## config.mk

```make
export PLATFORM = sky130hd
export DESIGN_NAME = tod_clock
export DESIGN_NICKNAME = d
export VERILOG_FILES = /design/src/rtl/tod_pkg.sv /design/src/rtl/tod_ctrl.sv /design/src/rtl/tod_datapath.sv /design/src/rtl/tod_clock.sv
export SDC_FILE = /design/constraint.sdc
export NUM_CORES = 1
export LEC_CHECK = 0
export BUFFER_PORTS_ARGS = -buffer_cell sky130_fd_sc_hd__buf_2
export CELL_PAD_IN_SITES_DETAIL_PLACEMENT = 1
export CELL_PAD_IN_SITES_GLOBAL_PLACEMENT = 2
export CORE_MARGIN = 2
export CORE_UTILIZATION = 35
export CTS_CLUSTER_SIZE = 24
export DETAILED_ROUTE_END_ITERATION = 8
export HOLD_SLACK_MARGIN = 0.03
export PLACE_DENSITY = 0.87
export SLEW_MARGIN = 20
export SYNTH_ARGS = -nofsm -noshare
export SYNTH_HDL_FRONTEND = slang
export SYNTH_SLANG_ARGS = --single-unit
export TNS_END_PERCENT = 30
```

## constraint.sdc

```tcl
create_clock -name clk -period 11.15 [get_ports clk]
set_input_delay 1.115 -clock clk [delete_from_list [all_inputs] [get_ports clk]]
set_output_delay 1.115 -clock clk [all_outputs]
set_load 0.05 [all_outputs]
```

## src/rtl/tod_pkg.sv

```systemverilog
package tod_pkg;

  localparam int BUS_W        = 32;
  localparam int ADDR_W       = 4;
  localparam int STEP_SUB_BIT = 31;
  localparam int SUB_LO_W     = 8;

  typedef enum logic [ADDR_W-1:0] {
    REG_SEC_LO  = 4'h0,
    REG_SEC_HI  = 4'h1,
    REG_NSEC    = 4'h2,
    REG_STEP    = 4'h3,
    REG_NS_INC  = 4'h4,
    REG_SUB_INC = 4'h5
  } todReg_e;

  typedef struct packed {
    logic loadSecLo;
    logic loadSecHi;
    logic loadNs;
    logic stepAdj;
  } todStrobe_t;

endpackage

```

## src/rtl/tod_ctrl.sv

```systemverilog
module tod_ctrl
  import tod_pkg::*;
#(
  parameter int SEC_W    = 48,
  parameter int NS_W     = 30,
  parameter int SUB_W    = 24,
  parameter int NS_INC_W = 8
) (
  input  logic                clk,
  input  logic                rstN,
  input  logic                busWrEn,
  input  logic [ADDR_W-1:0]   busAddr,
  input  logic [BUS_W-1:0]    busWrData,
  input  logic [SEC_W-1:0]    curSec,
  input  logic [NS_W-1:0]     curNs,
  output todStrobe_t          strobe,
  output logic [NS_INC_W-1:0] nsInc,
  output logic [SUB_W-1:0]    subInc,
  output logic [BUS_W-1:0]    busRdData
);

  localparam int SUB_HI_W = SUB_W - SUB_LO_W;
  localparam int GAP_W    = BUS_W - SUB_W;

  logic [NS_INC_W-1:0] nsIncQ;
  logic [SUB_W-1:0]    subIncQ;
  logic [GAP_W-1:0]    unusedWrGap;

  assign unusedWrGap = busWrData[BUS_W-SUB_LO_W-1:SUB_HI_W];

  always_comb begin
    strobe = '0;
    if (busWrEn) begin
      case (busAddr)
        REG_SEC_LO: strobe.loadSecLo = 1'b1;
        REG_SEC_HI: strobe.loadSecHi = 1'b1;
        REG_NSEC:   strobe.loadNs    = 1'b1;
        REG_STEP:   strobe.stepAdj   = 1'b1;
        default:    strobe           = '0;
      endcase
    end
  end

  always_ff @(posedge clk) begin
    if (!rstN) begin
      nsIncQ  <= '0;
      subIncQ <= '0;
    end else if (busWrEn) begin
      if (busAddr == REG_NS_INC)
        nsIncQ <= busWrData[NS_INC_W-1:0];
      if (busAddr == REG_SUB_INC)
        subIncQ <= {busWrData[SUB_HI_W-1:0], busWrData[BUS_W-1:BUS_W-SUB_LO_W]};
    end
  end

  assign nsInc  = nsIncQ;
  assign subInc = subIncQ;

  always_comb begin
    case (busAddr)
      REG_SEC_LO:  busRdData = curSec[BUS_W-1:0];
      REG_SEC_HI:  busRdData = BUS_W'(curSec[SEC_W-1:BUS_W]);
      REG_NSEC:    busRdData = BUS_W'(curNs);
      REG_NS_INC:  busRdData = BUS_W'(nsIncQ);
      REG_SUB_INC: busRdData = {subIncQ[SUB_LO_W-1:0], {GAP_W{1'b0}}, subIncQ[SUB_W-1:SUB_LO_W]};
      default:     busRdData = '0;
    endcase
  end

  AST_INC_HOLD: assert property (@(posedge clk) disable iff (!rstN)
    !busWrEn |=> ($stable(nsIncQ) && $stable(subIncQ)))
    else $error("increment changed without a write");

  AST_ONE_TIME_STROBE: assert property (@(posedge clk) disable iff (!rstN)
    $onehot0(strobe))
    else $error("more than one time strobe");

endmodule

```

## src/rtl/tod_datapath.sv

```systemverilog
module tod_datapath
  import tod_pkg::*;
#(
  parameter int          SEC_W      = 48,
  parameter int          NS_W       = 30,
  parameter int          SUB_W      = 24,
  parameter int          NS_INC_W   = 8,
  parameter int unsigned NS_PER_SEC = 1000000000
) (
  input  logic                clk,
  input  logic                rstN,
  input  todStrobe_t          strobe,
  input  logic [BUS_W-1:0]    wrData,
  input  logic [NS_INC_W-1:0] nsInc,
  input  logic [SUB_W-1:0]    subInc,
  output logic [SEC_W-1:0]    secOut,
  output logic [NS_W-1:0]     nsOut,
  output logic [SUB_W-1:0]    subOut
);

  localparam int SEC_HI_W = SEC_W - BUS_W;
  localparam int NSX      = NS_W + 3;
  localparam logic signed [NSX-1:0] ONE_B = NSX'(NS_PER_SEC);
  localparam logic signed [NSX-1:0] TWO_B = ONE_B + ONE_B;
  localparam logic [NS_W:0]   ONE_T  = (NS_W + 1)'(NS_PER_SEC);
  localparam logic [NS_W-1:0] ONE_NS = NS_W'(NS_PER_SEC);

  logic [SEC_W-1:0] secQ, secN;
  logic [NS_W-1:0]  nsQ, nsN;
  logic [SUB_W-1:0] subQ, subN;

  // tick arithmetic
  logic [SUB_W:0] subSum;
  logic [NS_W:0]  nsSum;
  logic           nsWrap;

  assign subSum = {1'b0, subQ} + {1'b0, subInc};
  assign nsSum  = {1'b0, nsQ} + (NS_W + 1)'(nsInc) + (NS_W + 1)'(subSum[SUB_W]);
  assign nsWrap = (nsSum >= ONE_T);

  // step arithmetic
  logic signed [NSX-1:0] nsX, magX, stepRaw, stepPlus;
  logic                  nsLoadOk;

  assign nsX      = NSX'(nsQ);
  assign magX     = NSX'(wrData[NS_W-1:0]);
  assign stepRaw  = wrData[STEP_SUB_BIT] ? (nsX - magX) : (nsX + magX);
  assign stepPlus = stepRaw + ONE_B;
  assign nsLoadOk = (wrData[NS_W-1:0] < ONE_NS);

  always_comb begin
    secN = secQ;
    nsN  = nsQ;
    subN = subQ;
    if (strobe.loadSecLo) begin
      secN[BUS_W-1:0] = wrData;
    end else if (strobe.loadSecHi) begin
      secN[SEC_W-1:BUS_W] = wrData[SEC_HI_W-1:0];
    end else if (strobe.loadNs) begin
      if (nsLoadOk) begin
        nsN  = wrData[NS_W-1:0];
        subN = '0;
      end
    end else if (strobe.stepAdj) begin
      if (stepRaw < 0) begin
        if (stepPlus < 0) begin
          nsN  = NS_W'(stepRaw + TWO_B);
          secN = secQ - SEC_W'(2);
        end else begin
          nsN  = NS_W'(stepPlus);
          secN = secQ - SEC_W'(1);
        end
      end else if (stepRaw >= TWO_B) begin
        nsN  = NS_W'(stepRaw - TWO_B);
        secN = secQ + SEC_W'(2);
      end else if (stepRaw >= ONE_B) begin
        nsN  = NS_W'(stepRaw - ONE_B);
        secN = secQ + SEC_W'(1);
      end else begin
        nsN  = NS_W'(stepRaw);
      end
    end else begin
      subN = subSum[SUB_W-1:0];
      if (nsWrap) begin
        nsN  = NS_W'(nsSum - ONE_T);
        secN = secQ + SEC_W'(1);
      end else begin
        nsN  = nsSum[NS_W-1:0];
      end
    end
  end

  always_ff @(posedge clk) begin
    if (!rstN) begin
      secQ <= '0;
      nsQ  <= '0;
      subQ <= '0;
    end else begin
      secQ <= secN;
      nsQ  <= nsN;
      subQ <= subN;
    end
  end

  assign secOut = secQ;
  assign nsOut  = nsQ;
  assign subOut = subQ;

  AST_NS_BELOW_BILLION: assert property (@(posedge clk) disable iff (!rstN)
    nsQ < ONE_NS)
    else $error("nanoseconds out of range");

  AST_SEC_STEP_ONE: assert property (@(posedge clk) disable iff (!rstN)
    (strobe == '0) |=> (secQ == $past(secQ) || secQ == $past(secQ) + 1'b1))
    else $error("seconds jumped during a tick");

  AST_STOPPED_HOLDS: assert property (@(posedge clk) disable iff (!rstN)
    (strobe == '0 && nsInc == '0 && subInc == '0) |=>
      ($stable(secQ) && $stable(nsQ) && $stable(subQ)))
    else $error("time moved with zero increments");

  AST_NS_LOAD_CLEARS_SUB: assert property (@(posedge clk) disable iff (!rstN)
    (strobe.loadNs && wrData[NS_W-1:0] < ONE_NS) |=>
      (subQ == '0 && nsQ == $past(wrData[NS_W-1:0])))
    else $error("nanosecond load wrong");

  AST_STEP_KEEPS_SUB: assert property (@(posedge clk) disable iff (!rstN)
    strobe.stepAdj |=> $stable(subQ))
    else $error("step touched the fraction");

endmodule

```

## src/rtl/tod_clock.sv

```systemverilog
module tod_clock
  import tod_pkg::*;
(
  input  logic        clk,
  input  logic        rstN,
  input  logic        busWrEn,
  input  logic [3:0]  busAddr,
  input  logic [31:0] busWrData,
  output logic [31:0] busRdData,
  output logic [47:0] todSec,
  output logic [29:0] todNs,
  output logic [23:0] todSub
);

  localparam int SEC_W    = 48;
  localparam int NS_W     = 30;
  localparam int SUB_W    = 24;
  localparam int NS_INC_W = 8;

  todStrobe_t          strobe;
  logic [NS_INC_W-1:0] nsInc;
  logic [SUB_W-1:0]    subInc;

  tod_ctrl #(
    .SEC_W(SEC_W), .NS_W(NS_W), .SUB_W(SUB_W), .NS_INC_W(NS_INC_W)
  ) uCtrl (
    .clk(clk), .rstN(rstN), .busWrEn(busWrEn), .busAddr(busAddr),
    .busWrData(busWrData), .curSec(todSec), .curNs(todNs),
    .strobe(strobe), .nsInc(nsInc), .subInc(subInc), .busRdData(busRdData)
  );

  tod_datapath #(
    .SEC_W(SEC_W), .NS_W(NS_W), .SUB_W(SUB_W), .NS_INC_W(NS_INC_W),
    .NS_PER_SEC(1000000000)
  ) uPath (
    .clk(clk), .rstN(rstN), .strobe(strobe), .wrData(busWrData),
    .nsInc(nsInc), .subInc(subInc),
    .secOut(todSec), .nsOut(todNs), .subOut(todSub)
  );

endmodule

```

==> results.sh <==
export IMPL_status="completed"
export IMPL_cts_setup_buffers=0
export IMPL_cpPeakStageDelay_ps=890
export IMPL_ir_drop_mv=0.08095
export IMPL_synth_ff_type="dfxtp_1"
export IMPL_grtUsageTotal=0.3733
export IMPL_overflow=0
export IMPL_yosys_warnings=0
export IMPL_p_seq_frac=0.265
export IMPL_core_area_sq_um=50170
export IMPL_maxSlewViolCount=0
export IMPL_grt_pass1_wl_mm=150.0
export IMPL_start_kind="primary input"
export IMPL_io_pins=173
export IMPL_row_count=82
export IMPL_max_cap_violations=0
export IMPL_cts_buffers=17
export IMPL_drt_initial_drc_count=2744
export IMPL_power_mw=1.976
export IMPL_r2r_cells=37
export IMPL_area_growth_pct=11.66
export IMPL_worst_pin_slew_ps=1173
export IMPL_drc=0
export IMPL_synth_net_count=2779
export IMPL_clk_pin_slew_ps=70
export IMPL_hold_violations=0
export IMPL_tns_ps=0
export IMPL_synth_top_area_frac=0.1506
export IMPL_synthArstFlopShare=0
export IMPL_arrival_ps=10710
export IMPL_antenna_cells=0
export IMPL_fin_crit_ps=10330
export IMPL_cpMostUsedCell="nand2_1"
export IMPL_timing_final_crit_share=0.9265
export IMPL_min_path_type="flop to flop"
export IMPL_grt_start_max_net_pins=54
export IMPL_die_w_um=229.6
export IMPL_yosysSeqAreaShare=0.1506
export IMPL_ys_types=89
export IMPL_synth_edf_count=0
export IMPL_crit_type="primary input to flop"
export IMPL_dieArea_sq_um=52730
export IMPL_postSynthAreaPerCell_sq_um=6.775
export IMPL_ant_nets=0
export IMPL_yosysTopAreaCell="dfxtp_1"
export IMPL_p_per_area_nw_per_um2=99.32
export IMPL_clockPowerShare=0.333
export IMPL_clk_path_buf_depth=2
export IMPL_clock_sinks=134
export IMPL_cpMaxStageDelayCell="o311ai_0"
export IMPL_antenna_found_initial=1
export IMPL_nNetsFinal=2820
export IMPL_max_clock_freq_mhz=96.80
export IMPL_initial_core_util=0.3551
export IMPL_p_sw_mw=0.8676
export IMPL_viasPerCell=6.924
export IMPL_p_int_mw=1.108
export IMPL_netlist_top_cells_count="nand2_1, nor2_1, a21oi_1"
export IMPL_required_ps=11530
export IMPL_grt_pass1_vias=22930
export IMPL_hpwlAfterDp_mm=76.59
export IMPL_yosys_top_cells_area="dfxtp_1, ha_1, a21oi_1"
export IMPL_endpoint_kind="flop"
export IMPL_fp_dieH_um=229.6
export IMPL_io_buffer_count=172
export IMPL_crit_fanout=11
export IMPL_yosysMostFrequentCell="nand2_1"
export IMPL_vias=23230
export IMPL_finalSetupViolations=0
export IMPL_synth_seq_cells=134
export IMPL_cts_tree="built"
export IMPL_cts_root_buf="clkbuf_16"
export IMPL_routedWlPerCell_um=30.48
export IMPL_synthCells=2630
export IMPL_swShare=0.4391
export IMPL_hold_depth=2
export IMPL_cellLeakagePower_nw=7.764
export IMPL_dr_pass1_iters=8
export IMPL_htree_num_levels=4
export IMPL_clock_latency_ps=480
export IMPL_postCtsResizedCells=0
export IMPL_netlist_area_sq_um=17820
export IMPL_ctsHoldBuffers=0
export IMPL_layout_drive_gt1_share=0.1237
export IMPL_clock_skew_ps=19.73
export IMPL_p_comb_frac=0.402
export IMPL_relSlewSlack=0.2161
export IMPL_gp_congestion=1.025
export IMPL_wirelength_mm=102.2
export IMPL_grt_setup_unrepaired="no"
==> worst max-delay path: cells and delay by family <==
kind	cells	cell delay (ps)
AOI/OAI and AO/OA	12	4030
and+or+nand+nor	14	3620
adders and majority gates	2	990
xor gates and xnor gates	1	480
buffers and inverters	2	430
==> state kept, by name, indices dropped and copies added (netlist names) <==
register	cells
uPath.subOut	24
uPath.secOut	48
uPath.nsOut	30
uCtrl.nsInc	8
uCtrl.subInc	24
==> final timing paths <==
kind                          from          endpoint  slack (ps)
setup reg to reg   uPath.subOut[0]   uPath.secOut[5]        1000
setup / recovery      busWrData[4]  uPath.secOut[38]         820
hold / removal    uCtrl.subInc[21]  uCtrl.subInc[21]         490
hold reg to reg   uCtrl.subInc[21]  uCtrl.subInc[21]         490
==> power by group through the flow <==
| stage | clock [mW] | combinational, mW | sequential (mW) |
|---|---|---|---|
| finish | 0.658 | 0.795 | 0.523 |
| global route | 0.671 | 0.837 | 0.524 |
| CTS | 0.654 | 0.767 | 0.521 |
| detailed placement | 0 | 0.761 | 0.532 |
| global placement | 0 | 0.757 | 0.532 |
| floorplan | 0 | 0.469 | 0.548 |
==> stage by stage <==
stage / cell area, sq um / hold WS, ps / worst slack (ps) / instances / util
6_report: 19890 / 492.3 / 819.6 / 3355 / 0.3965
3_3_place_gp: 19250 / 474.1 / 1051 / 3323 / 0.3837
4_1_cts: 19890 / 490.3 / 1125 / 3354 / 0.3964
5_1_grt: 19890 / 512.4 / 209.5 / 3355 / 0.3965
2_1_floorplan: 17820 / 448.7 / 2483 / 2630 / -
3_5_place_dp: 19250 / 479.7 / 720.3 / 3323 / 0.3837
==> routing by layer <==
metal / global-route usage / vias up / wire length (um)
met2: 0.5929 / 1414 / 45080
met4: 0.2299 / 2 / 7352
met5: 0 / - / 13
met1: 0.4677 / 11430 / 40580
li1: - / 9944 / -
met3: 0.06723 / 443 / 9222
==> final cells by class <==
type	instances	area (sq um)
Clock inverter	13	193.9
Sequential cell	134	2683
Clock buffer	18	439.2
Tap cell	672	840.8
Timing Repair Buffer	235	1344
Multi-Input combinational cell	2183	14020
Inverter	100	376.6
Fill cell	6402	30280
==> placed cells by master (no fill, tap or decap), drive strengths merged, types with 19 or more instances in the layout <==
cell      n
nor3     86
a22oi    63
dfxtp   134
nor2    228
a222oi   19
and2     27
a31oi    45
o21a     23
or4      23
or2      20
and3     31
xnor2    99
a21o     33
nand2b   19
nand2   286
or3      39
nand3   114
o311ai   24
xor2     47
o21ai   152
ha      105
o221ai   19
o211ai   42
a21oi   219
inv     102
nand4    41
a211oi   36
buf     235
nor4     46
==> logic make-up after synthesis <==
kind of cell	Yosys count	synth area share
muxes	20	0.01173
DFF	134	0.1506
AOI/OAI and AO/OA	895	0.3443
xor gates and xnor gates	146	0.07177
and+or+nand+nor	1012	0.2751
buffers and inverters	313	0.06713
adders and majority gates	110	0.07935
Power figures use the tool's default switching activity.
